## src/rtl/intr_arb_pkg.sv

```systemverilog
package intr_arb_pkg;

    localparam int IDXW = 8;

    localparam logic [15:0] VEC_ILLOP = 16'hFFF8;
    localparam logic [15:0] VEC_SWI   = 16'hFFF6;
    localparam logic [15:0] VEC_NMI   = 16'hFFF4;
    localparam logic [15:0] VEC_EXT   = 16'hFFF2;

    typedef enum logic [2:0] {
        SRC_NONE,
        SRC_ILLOP,
        SRC_SWI,
        SRC_NMI,
        SRC_MASK
    } src_kind_e;

    typedef struct packed {
        src_kind_e        kind;
        logic [IDXW-1:0]  idx;
    } arb_pick_t;

    typedef struct packed {
        logic ext;
        logic swi;
        logic illop;
    } ack_t;

    // maskable index n sits two bytes below index n-1
    function automatic logic [15:0] mask_vector(input logic [IDXW-1:0] idx);
        return VEC_EXT - (16'(idx) << 1);
    endfunction

    function automatic logic [15:0] pick_vector(input arb_pick_t p);
        case (p.kind)
            SRC_ILLOP: return VEC_ILLOP;
            SRC_SWI:   return VEC_SWI;
            SRC_NMI:   return VEC_NMI;
            SRC_MASK:  return mask_vector(p.idx);
            default:   return 16'h0000;
        endcase
    endfunction

endpackage

```

## src/rtl/intr_src_latch.sv

```systemverilog
module intr_src_latch
    import intr_arb_pkg::*;
(
    input  logic clk,
    input  logic rst,
    input  logic ext_irq_n,
    input  logic edge_mode,
    input  logic swi_stb,
    input  logic illop_stb,
    input  ack_t ack,
    output logic ext_req,
    output logic swi_pend,
    output logic illop_pend
);

    logic line_prev_q;
    logic edge_q;
    logic fall;

    assign fall = line_prev_q & ~ext_irq_n;

    always_ff @(posedge clk) begin
        if (rst) begin
            line_prev_q <= 1'b1;
            edge_q      <= 1'b0;
            swi_pend    <= 1'b0;
            illop_pend  <= 1'b0;
        end else begin
            line_prev_q <= ext_irq_n;
            if (!edge_mode)
                edge_q <= 1'b0;
            else
                edge_q <= (edge_q & ~ack.ext) | fall;
            swi_pend   <= (swi_pend & ~ack.swi) | swi_stb;
            illop_pend <= (illop_pend & ~ack.illop) | illop_stb;
        end
    end

    assign ext_req = edge_mode ? edge_q : ~ext_irq_n;

endmodule

```

## src/rtl/intr_mask_prio.sv

```systemverilog
module intr_mask_prio #(
    parameter int NMASK = 5,
    parameter int SELW  = 3
) (
    input  logic [NMASK-1:0] req,
    input  logic [SELW-1:0]  prio_sel,
    output logic             found,
    output logic [SELW-1:0]  idx
);

    logic [NMASK-1:0] promo_hit;
    logic             promo_any;
    logic [SELW-1:0]  promo_idx;
    logic             base_found;
    logic [SELW-1:0]  base_idx;

    genvar g;
    generate
        for (g = 0; g < NMASK; g++) begin : g_hit
            assign promo_hit[g] = req[g] && (prio_sel == SELW'(g));
        end
    endgenerate

    always_comb begin
        promo_any = 1'b0;
        promo_idx = '0;
        for (int i = 0; i < NMASK; i++) begin
            if (promo_hit[i]) begin
                promo_any = 1'b1;
                promo_idx = SELW'(i);
            end
        end
    end

    always_comb begin
        base_found = 1'b0;
        base_idx   = '0;
        for (int i = NMASK - 1; i >= 0; i--) begin
            if (req[i]) begin
                base_found = 1'b1;
                base_idx   = SELW'(i);
            end
        end
    end

    assign found = base_found;
    assign idx   = promo_any ? promo_idx : base_idx;

endmodule

```

## src/rtl/intr_pick.sv

```systemverilog
module intr_pick
    import intr_arb_pkg::*;
(
    input  logic             illop_pend,
    input  logic             swi_pend,
    input  logic             nmi_req,
    input  logic             mask_found,
    input  logic [IDXW-1:0]  mask_idx,
    output arb_pick_t        pick
);

    always_comb begin
        pick.idx = '0;
        if (illop_pend) begin
            pick.kind = SRC_ILLOP;
        end else if (swi_pend) begin
            pick.kind = SRC_SWI;
        end else if (nmi_req) begin
            pick.kind = SRC_NMI;
        end else if (mask_found) begin
            pick.kind = SRC_MASK;
            pick.idx  = mask_idx;
        end else begin
            pick.kind = SRC_NONE;
        end
    end

endmodule

```

## src/rtl/intr_arbiter.sv

```systemverilog
module intr_arbiter
    import intr_arb_pkg::*;
#(
    parameter int NPERIPH = 4,
    parameter int SELW    = $clog2(NPERIPH + 1)
) (
    input  logic               clk,
    input  logic               rst,
    input  logic               ext_irq_n,
    input  logic               irq_edge_mode,
    input  logic               nmi_n,
    input  logic               swi_stb,
    input  logic               illop_stb,
    input  logic [NPERIPH-1:0] periph_req,
    input  logic [NPERIPH-1:0] periph_en,
    input  logic [SELW-1:0]    prio_sel,
    input  logic               cpu_i,
    input  logic               cpu_x,
    input  logic               x_clear,
    input  logic               take,
    output logic               pend,
    output logic [15:0]        vec,
    output logic               force_i,
    output logic               force_x,
    output logic               x_mask
);

    localparam int NMASK = NPERIPH + 1;

    logic             x_q;
    logic             ext_req;
    logic             swi_pend;
    logic             illop_pend;
    logic             nmi_req;
    logic [NMASK-1:0] mask_raw;
    logic [NMASK-1:0] mask_live;
    logic             mask_found;
    logic [SELW-1:0]  mask_idx;
    arb_pick_t        pick;
    ack_t             ack;

    // sticky arm bit: only reset sets it
    always_ff @(posedge clk) begin
        if (rst)
            x_q <= 1'b1;
        else if (x_clear)
            x_q <= 1'b0;
    end

    intr_src_latch u_latch (
        .clk        (clk),
        .rst        (rst),
        .ext_irq_n  (ext_irq_n),
        .edge_mode  (irq_edge_mode),
        .swi_stb    (swi_stb),
        .illop_stb  (illop_stb),
        .ack        (ack),
        .ext_req    (ext_req),
        .swi_pend   (swi_pend),
        .illop_pend (illop_pend)
    );

    assign mask_raw[0] = ext_req;
    genvar g;
    generate
        for (g = 0; g < NPERIPH; g++) begin : g_periph
            assign mask_raw[g+1] = periph_req[g] & periph_en[g];
        end
    endgenerate

    assign mask_live = mask_raw & {NMASK{~cpu_i}};
    assign nmi_req   = ~nmi_n & ~x_q & ~cpu_x;

    intr_mask_prio #(.NMASK(NMASK), .SELW(SELW)) u_prio (
        .req      (mask_live),
        .prio_sel (prio_sel),
        .found    (mask_found),
        .idx      (mask_idx)
    );

    intr_pick u_pick (
        .illop_pend (illop_pend),
        .swi_pend   (swi_pend),
        .nmi_req    (nmi_req),
        .mask_found (mask_found),
        .mask_idx   (IDXW'(mask_idx)),
        .pick       (pick)
    );

    assign ack.illop = take && (pick.kind == SRC_ILLOP);
    assign ack.swi   = take && (pick.kind == SRC_SWI);
    assign ack.ext   = take && (pick.kind == SRC_MASK) && (pick.idx == '0);

    assign pend    = (pick.kind != SRC_NONE);
    assign vec     = pick_vector(pick);
    assign force_i = pend;
    assign force_x = (pick.kind == SRC_NMI);
    assign x_mask  = x_q;

endmodule

```

## config.mk

```make
export PLATFORM = sky130hd
export DESIGN_NAME = intr_arbiter
export DESIGN_NICKNAME = d
export VERILOG_FILES = /design/src/rtl/intr_arb_pkg.sv /design/src/rtl/intr_src_latch.sv /design/src/rtl/intr_mask_prio.sv /design/src/rtl/intr_pick.sv /design/src/rtl/intr_arbiter.sv
export SDC_FILE = /design/constraint.sdc
export NUM_CORES = 1
export LEC_CHECK = 0
export BUFFER_PORTS_ARGS = -buffer_cell sky130_fd_sc_hd__buf_2
export CAP_MARGIN = 25
export CORE_UTILIZATION = 38
export CTS_CLUSTER_DIAMETER = 60
export DETAILED_ROUTE_END_ITERATION = 10
export GPL_TIMING_DRIVEN = 0
export PLACE_DENSITY = 0.81
export SETUP_SLACK_MARGIN = 0.15
export SYNTH_ARGS = -nofsm -noshare
export SYNTH_HDL_FRONTEND = slang
export SYNTH_SLANG_ARGS = --single-unit
export TNS_END_PERCENT = 10
```

## constraint.sdc

```tcl
create_clock -name clk -period 1.8 [get_ports clk]
set_clock_uncertainty 0.05 [all_clocks]
set_input_delay 0 -clock clk [delete_from_list [all_inputs] [get_ports clk]]
set_output_delay 0 -clock clk [all_outputs]
set_load 0.005 [all_outputs]
```

== Word level (Yosys, flattened, before mapping) ==
Index checks and enable logic that the tools add are counted.
Storage, ports and cells
  output and inout port bits: 20
  memories: 0
  flip-flop bits (word level): 5
  bits in writable memories: 0
  bits of input ports: 22
  bits in read-only memories: 0
  latch bits: 0
Operators by class
  multipliers: 0
  eq/ne operators: 8
  divide/modulo/power cells: 0
  reductions and logical operators: 13
  add/subtract/negate cells: 1
  mux-type cells: 30
  bitwise gates (word level): 23
  magnitude comparators: 0
  shift-type cells: 0
Operator list (number)
  16-bit case mux with 4 select lines: 1
  3-bit two-way mux: 12
  8-bit two-way mux: 3
  3-bit by 2-bit equality test with 1-bit output (second input constant): 4
  1-bit two-way mux: 12
  5-bit by 10-bit subtractor with 11-bit output (first input constant): 1
  1-bit AND: 10
  1-bit logical AND: 9
  1-bit inverter: 9
  8-bit logical NOT: 1
  3-bit by 1-bit equality test with 1-bit output (second input constant): 2
  3-bit equality test (second input constant): 2
  5-bit AND: 1
  2-bit two-way mux: 2
  3-bit logical NOT: 1
  1-bit OR: 3
  3-bit nonzero test: 1
  2-bit OR reduction: 1

== Longest topological paths before layout ==
Gate-level depths: netlist of run 1.
  depth after elaboration: 19
  mapped depth: 7
  gate-level depth less buffers: 7

== Modules after synthesis ==
Synthesis of run 1 repeated with hierarchy kept, for this count alone.
Unflattened totals
  cell total of the unflattened synthesis: 114
  area total of the unflattened synthesis: 799.5 um2
By module, submodules not included
  intr_arbiter: cells an instance 65, times used 1, seq. area each 20.0 um2, area each 416.6 um2
  intr_src_latch: cells an instance 17, times used 1, seq. area each 80.1 um2, area each 152.6 um2
  intr_mask_prio: cells an instance 19, times used 1, seq. area each 0.0 um2, area each 136.4 um2
  intr_pick: cells an instance 13, times used 1, seq. area each 0.0 um2, area each 93.8 um2

== Worst setup path before layout of run 1 ==
OpenSTA, ideal clock, no wires.
  path type: reg-to-output
  start: register x_q, in the netlist x_mask
  end: output vec[3]
  required time: 1750 ps
  cell stages (with the launch flop): 8
  path slack: 134 ps
  data arrival time: 1616 ps
  buffers on the path: 0
  cell sequence: dfxtp_1 > nor3_1 > or3_4 > a311oi_1 > nand2_1 > ha_1 > a21oi_1 > nor2_1
On the way
  longest elaborated chain between the ends: 8
  elaborated cells on any way between the ends: 15
  those cells by class: 1 x add/sub; 4 x eq/ne; 7 x mux; 3 x bitwise
Ends and longest elaborated chain
  start, declared: RTL line intr_arbiter.sv:30  | logic x_q;
  start signal, assigned: RTL line intr_arbiter.sv:45  | x_q <= 1'b1;
  start signal, assigned: RTL line intr_arbiter.sv:47  | x_q <= 1'b0;
  1-bit inverter *: RTL line intr_arbiter.sv:72  | assign nmi_req = ~nmi_n & ~x_q & ~cpu_x;
  1-bit AND * (2 in series): RTL line intr_arbiter.sv:72
  8-bit two-way mux or 3-bit two-way mux (tied branches): RTL line intr_pick.sv:18  | end else if (nmi_req) begin
  8-bit two-way mux or 3-bit two-way mux (tied branches): RTL line intr_pick.sv:16  | end else if (swi_pend) begin
  8-bit two-way mux or 3-bit two-way mux (tied branches): RTL line intr_pick.sv:14  | if (illop_pend) begin
  5-bit by 10-bit subtractor with 11-bit output (tied with other cells): RTL line intr_arb_pkg.sv:31  | return VEC_EXT - (16'(idx) << 1);
  16-bit case mux with 4 select lines *: RTL line intr_arb_pkg.sv:35  | case (p.kind)
  end, declared: RTL line intr_arbiter.sv:22  | output logic [15:0] vec,
Every way passes the cells marked *; elsewhere a longest branch is shown, timed or not.

== Worst setup path after layout of run 1 ==
  start: register u_latch.illop_pend
  end: output vec[2]
On the way
  longest elaborated chain between the ends: 3
  elaborated cells on any way between the ends: 8
  those cells by class: 1 x add/sub; 4 x eq/ne; 3 x mux
Ends and longest elaborated chain
  start, declared: RTL line intr_src_latch.sv:13  | output logic illop_pend
  start signal, assigned: RTL line intr_src_latch.sv:35  | illop_pend <= (illop_pend & ~ack.illop) | illop_stb;
  8-bit two-way mux or 3-bit two-way mux (tied branches): RTL line intr_pick.sv:14
  5-bit by 10-bit subtractor with 11-bit output (tied with other cells): RTL line intr_arb_pkg.sv:31
  16-bit case mux with 4 select lines *: RTL line intr_arb_pkg.sv:35
Marks and branches as above.

==> impl_metrics.env, run 1 <==
export IMPL_multi_input_area_um2=374
export IMPL_p_leak_uw=0.000453
export IMPL_fin_crit_ns=2.03
export IMPL_fin_crit_sh_pct=113
export IMPL_cts_reportedPaths_clkPinSlew_ns=0.05
export IMPL_grt_ovfl_total=0
export IMPL_io_pins=42
export IMPL_dp_cells=130
export IMPL_die_x_um=40.2
export IMPL_synth_compound_area_share_pct=30.8
export IMPL_synth_xor_area_share_pct=0
export IMPL_num_vias=750
export IMPL_drc_errors=0
export IMPL_synth_area_um2=553
export IMPL_min_from="take"
export IMPL_drtIter0Drc=12
export IMPL_gp_congestion=0.826
export IMPL_hold_path_class="input port to flop"
export IMPL_end_kind="output port"
export IMPL_worst_slack_ns=-0.226
export IMPL_num_rows=13
export IMPL_path_max_fanout=4
export IMPL_maxSlewViolCount=0
export IMPL_cp_required_ns=1.75
export IMPL_grt_pass1_vias=606
export IMPL_final_common_cell="buf_2"
export IMPL_synthSimpleGateAreaFrac_pct=27.8
export IMPL_arrival_ns=1.98
export IMPL_finalNonFillerCells=146
export IMPL_reg2reg_depth=5
export IMPL_ys_types=35
export IMPL_rsz0062_at_grt="yes"
export IMPL_htreeDepth=1
export IMPL_fin_nets=155
export IMPL_dr_pass1_iters=6
export IMPL_syn_nets=98
export IMPL_die_h_um=40.2
export IMPL_grt_usage_pct=22.2
export IMPL_fp_coreArea_um2=1330
export IMPL_cts_num_sinks=5
export IMPL_cts_buffers=3
export IMPL_status="complete, but fails checks"
export IMPL_ys_seq_elements=5
export IMPL_setup_violations=14
export IMPL_reg2reg_to="u_latch.edge_q$_SDFF_PP0_"
export IMPL_nFillCells=111
export IMPL_antenna_found_initial=0
export IMPL_dpl_cell_area_um2=778
export IMPL_dieArea_um2=1610
export IMPL_grt_max_degree=12
export IMPL_ir_worst_vdd_uv=425
export IMPL_dp_hpwl_um=1100
export IMPL_whs_path_depth=4
export IMPL_drv_cap=0
export IMPL_yosys_warnings=0
export IMPL_fmax_mhz=494
export IMPL_initial_core_util_pct=41.5
export IMPL_yosysSeqAreaShare_pct=18.1
export IMPL_cellPowerDensity_nw_per_um2=498
export IMPL_syn_inst=75
export IMPL_seq_area_um2=106
export IMPL_synth_top_family_by_area="compound AO/OA/AOI/OAI gates"
export IMPL_clock_tree_root_cell="clkbuf_4"
export IMPL_clk_path_buf_depth=2
export IMPL_reg2reg_slack_ns=0.22
export IMPL_timing_hold_ws_ns=0.0422
export IMPL_ant_nets=0
export IMPL_insertion_delay_ns=0.25
export IMPL_synth_mux_area_share_pct=0
export IMPL_min_to="u_latch.illop_pend$_SDFF_PP0_"
export IMPL_drive_gt1_share_pct=58.8
export IMPL_worst_setup_path_start_kind="flop"
export IMPL_synth_area_per_cell_um2=7.37
export IMPL_cts_tree="done"
export IMPL_avgViaCountPerCell=5.14
export IMPL_worstSetupPathType="flop to output port"
export IMPL_hold_viol_final=0
export IMPL_wl_um=1590
export IMPL_final_area_um2=948
export IMPL_fin_util_pct=71.1
export IMPL_grt_pass1_wl_um=2320
export IMPL_portBuffers=40
export IMPL_tns_ns=-1.90
export IMPL_yosys_area_share_adder_pct=2.26
export IMPL_violations="setup timing"
export IMPL_timing_rr_start="u_latch.illop_pend$_SDFF_PP0_"
export IMPL_antenna_cells=0
export IMPL_wl_per_cell_um=10.9
export IMPL_layout_common_cells="buf_2, buf_4, nor2_1, inv_1, dlygate4sd3_1"
export IMPL_synthToLayoutAreaGrowth_pct=71.5
-- worst max path at each step --
stage                             startpoint  endpoint  slack [ns]  cells after the start
5_1_grt                  x_mask$_SDFFE_PP1P_    vec[3]       -0.30                      8
4_1_cts        u_latch.illop_pend$_SDFF_PP0_    vec[3]       -0.15                      7
6_report       u_latch.illop_pend$_SDFF_PP0_    vec[2]       -0.23                      8
3_3_place_gp             x_mask$_SDFFE_PP1P_    vec[3]       -0.02                      8
3_5_place_dp             x_mask$_SDFFE_PP1P_    vec[3]       -0.05                      8
2_1_floorplan            x_mask$_SDFFE_PP1P_    vec[3]        0.17                      7
-- report_power, final --
part | internal (µW) | total [µW] | switching (µW)
logic | 124 | 215 | 91.2
registers | 118 | 122 | 4.16
clock network | 84.1 | 135 | 50.8
total | 326 | 472 | 146
-- synthesized netlist by cell type (all sizes together) --
cell type  count  area [µm²]
a22oi          1        12.5
a32o           1        10.0
o211ai         1        7.51
nor2b          4        25.0
or2b           1        7.51
a211oi         2        15.0
a21o           1        7.51
a31oi          3        18.8
o221a          1        11.3
o21a           1        7.51
nor3           3        20.0
nor2           7        26.3
nand2          4        15.0
nand3          1        5.00
o21ba          1        10.0
o21ai          3        15.0
buf           12        90.1
or3            2        17.5
conb           1        3.75
a21oi          4        20.0
a311oi         1        8.76
o32a           1        10.0
ha             1        12.5
a21boi         1        7.51
nand3b         1        7.51
a2111oi        1        8.76
or2            1        6.26
or3b           1        11.3
dfxtp          5         100
nor4           1        6.26
inv            6        22.5
nand2b         1        6.26
-- state kept, by name (all words and copies together), names as in the netlist --
register and flops:
u_latch.swi_pend 1, u_latch.edge_q 1, u_latch.illop_pend 1, u_latch.line_prev_q 1, x_mask 1
-- layout make-up --
cell class                 count  share of cell area, %
inverter                       6                   2.37
timing repair buffer          52                   32.7
clock buffer                   4                   2.77
sequential                     5                   11.2
buffer                        12                   9.50
tap                           15                   1.98
multi-input combinational     52                   39.4
-- per-stage QoR --
| step | setup WS, ns | total power (µW) |
|---|---|---|
| final | -0.226 | 472 |
| after global routing | -0.304 | 515 |
| after CTS | -0.151 | 466 |
| after detailed placement | -0.0452 | 311 |
| after global placement | -0.0153 | 307 |
| after floorplan | 0.172 | 233 |
-- per-layer routing --
metal  vias up  wire, µm  GRT usage, %
met1       327       592          20.6
met3        10        96          3.33
met2        42       842          43.5
met5         -         0             0
li1        371         -             -
met4         0        61          14.7
-- worst max-delay path, cell delays in order, from the launching register on --
cell      delay [ns]
dfxtp_4         0.33
or3_4           0.40
a311oi_2        0.33
nand2_2         0.14
buf_4           0.15
buf_6           0.10
buf_6           0.10
o21ai_2         0.04
buf_2           0.12
-- logic make-up after synthesis --
family,Yosys count
AND/OR/NAND/NOR,27
AO/OA/AOI/OAI,23
adder cells (fa/ha/maj),1
buffers and inverters,18
other,1
flip-flops,5
-- timing repair --
action                                 in CTS  in global routing
endpoints found under the hold margin       4                  0
resized for setup                           9                  3
setup endpoints to repair                  15                 17
pin swaps                                   5                  2
hold buffers                                5                  0
setup buffers                               6                  1
Power figures use the tool's default switching activity.
==> inputs of run 2 (changes only) <==
==> constraint.sdc (replaced) <==
create_clock -name clk -period 1.8 [get_ports clk]
set_clock_uncertainty 0.05 [all_clocks]
set_input_delay 0 -clock clk [delete_from_list [all_inputs] [get_ports clk]]
set_output_delay 0 -clock clk [all_outputs]
set_load 0.05 [all_outputs]
==> run 2 against run 1 <==
  * The flow still finishes with violations (setup timing)
  * First-iteration DRC count shrank 33%
  * Register-to-register slack gained 0.05 ns
  * Final area increased by 6.5%
  * Sequential share of layout area fell by 0.43 points
  * Power rose by 39%
  * Combinational power is 89% higher
  * Maximum frequency is 1.2% higher
  * Global-route usage rose by 2.6 points
  * Core utilization is 4.6 points higher
  * Die area unchanged
  * Cell count shrank 2.1%
==> impl_metrics.env, run 2 (synthesis results as in run 1) <==
export IMPL_end_kind="output port"
export IMPL_antenna_found_initial=0
export IMPL_drtIter0Drc=8
export IMPL_dp_hpwl_um=1110
export IMPL_cts_tree="done"
export IMPL_cellPowerDensity_nw_per_um2=649
export IMPL_path_max_fanout=2
export IMPL_fp_coreArea_um2=1330
export IMPL_layout_common_cells="buf_4, buf_2, inv_1, nor2_1, dlygate4sd3_1"
export IMPL_tns_ns=-1.90
export IMPL_grt_max_degree=12
export IMPL_cts_buffers=3
export IMPL_worstSetupPathType="flop to output port"
export IMPL_fmax_mhz=499
export IMPL_avgViaCountPerCell=5.27
export IMPL_fin_crit_ns=2.00
export IMPL_cpMaxStageDelayCell="or3_4"
export IMPL_cts_reportedPaths_clkPinSlew_ns=0.04
export IMPL_gp_congestion=0.814
export IMPL_grt_pass1_wl_um=2640
export IMPL_wl_um=1820
export IMPL_cp_required_ns=1.75
export IMPL_critPathTopFamily="simple AND/OR/NAND/NOR gates"
export IMPL_io_pins=42
export IMPL_ir_worst_vdd_uv=414
export IMPL_rsz0062_at_grt="yes"
export IMPL_cp_slowest_stage_delay_ns=0.39
export IMPL_worst_slack_ns=-0.203
export IMPL_crit_chain="or3_4, a311oi_2, nand2_1, ha_4, a21oi_4, nor2_4, buf_8"
export IMPL_num_rows=13
export IMPL_arrival_ns=1.95
export IMPL_final_common_cell="buf_4"
export IMPL_grt_usage_pct=24.8
export IMPL_antenna_cells=0
export IMPL_dr_pass1_iters=4
export IMPL_fin_nets=152
export IMPL_wl_per_cell_um=12.7
export IMPL_htreeDepth=1
export IMPL_nFillCells=102
export IMPL_die_x_um=40.2
export IMPL_insertion_delay_ns=0.24
export IMPL_drive_gt1_share_pct=60.9
export IMPL_timing_hold_ws_ns=0.102
export IMPL_p_leak_uw=0.000464
export IMPL_synthToLayoutAreaGrowth_pct=82.6
export IMPL_hold_path_class="input port to flop"
export IMPL_clk_path_buf_depth=2
export IMPL_portBuffers=40
export IMPL_maxSlewViolCount=0
export IMPL_hold_viol_final=0
export IMPL_initial_core_util_pct=41.5
export IMPL_drc_errors=0
export IMPL_dieArea_um2=1610
export IMPL_grt_ovfl_total=0
export IMPL_ant_nets=0
export IMPL_setup_violations=13
export IMPL_num_vias=754
export IMPL_drv_cap=0
export IMPL_cts_num_sinks=5
export IMPL_clock_tree_root_cell="clkbuf_4"
export IMPL_worst_path_buf_inv=1
export IMPL_grt_pass1_vias=654
export IMPL_status="complete, but fails checks"
export IMPL_die_h_um=40.2
export IMPL_fin_crit_sh_pct=111
export IMPL_worst_setup_path_start_kind="flop"
export IMPL_violations="setup timing"
-- run 2: tightest hold or removal path: stages --
cell and delay [ns]:
buf_2 0.10, nor2b_1 0.05, o21ai_0 0.14, a31oi_1 0.05
-- run 2: per-layer routing --
| metal | part of all wire (%) | vias up | track usage (%) |
|---|---|---|---|
| met1 | 37 | 346 | 23.8 |
| met3 | 5.4 | 4 | 6.67 |
| met4 | 1.6 | 0 | 11.2 |
| li1 | - | 367 | - |
| met5 | 0 | - | 0 |
| met2 | 56 | 37 | 48.0 |
-- run 2: area by class of cell --
class / count / area [µm²] / area share (%)
timing repair buffer: 49 / 337 / 33.3
inverter: 6 / 26.3 / 2.60
buffer: 12 / 90.1 / 8.92
multi-input combinational: 52 / 403 / 39.9
clock buffer: 4 / 26.3 / 2.60
sequential: 5 / 109 / 10.8
tap: 15 / 18.8 / 1.86
-- run 2: what timing repair did --
item                       in CTS  in global routing
hold buffers                    5                  0
buffers inserted                4                  0
gates resized for setup        25                  5
setup endpoints to repair      16                 17
pin swaps                       7                  4
hold endpoints to repair        4                  0
-- run 2: where the power goes --
group	internal, µW	switching [µW]	total [µW]
clock	83.6	42.6	126
combinational	155	251	406
sequential	118	5.06	123
total	357	298	655
-- run 2: path summary, 6_finish.rpt --
check	to	from	depth (start not counted)	slack, ns
setup / recovery	vec[3]	u_latch.illop_pend$_SDFF_PP0_	7	-0.20
hold / removal	u_latch.edge_q$_SDFF_PP0_	ext_irq_n	4	0.10
setup reg to reg	u_latch.swi_pend$_SDFF_PP0_	u_latch.illop_pend$_SDFF_PP0_	4	0.27
hold reg to reg	u_latch.edge_q$_SDFF_PP0_	u_latch.edge_q$_SDFF_PP0_	2	0.51
-- run 2: through the flow --
step | cell area (µm²) | total power (µW) | utilization (%) | instances | setup slack, ns
6_report | 1010 | 655 | 75.7 | 143 | -0.203
5_1_grt | 1010 | 695 | 75.7 | 143 | -0.307
4_1_cts | 981 | 643 | 73.5 | 143 | -0.233
3_5_place_dp | 806 | 466 | 60.4 | 130 | -0.163
3_3_place_gp | 806 | 461 | 60.4 | 130 | -0.152
2_1_floorplan | 587 | 389 | - | 75 | -0.0877
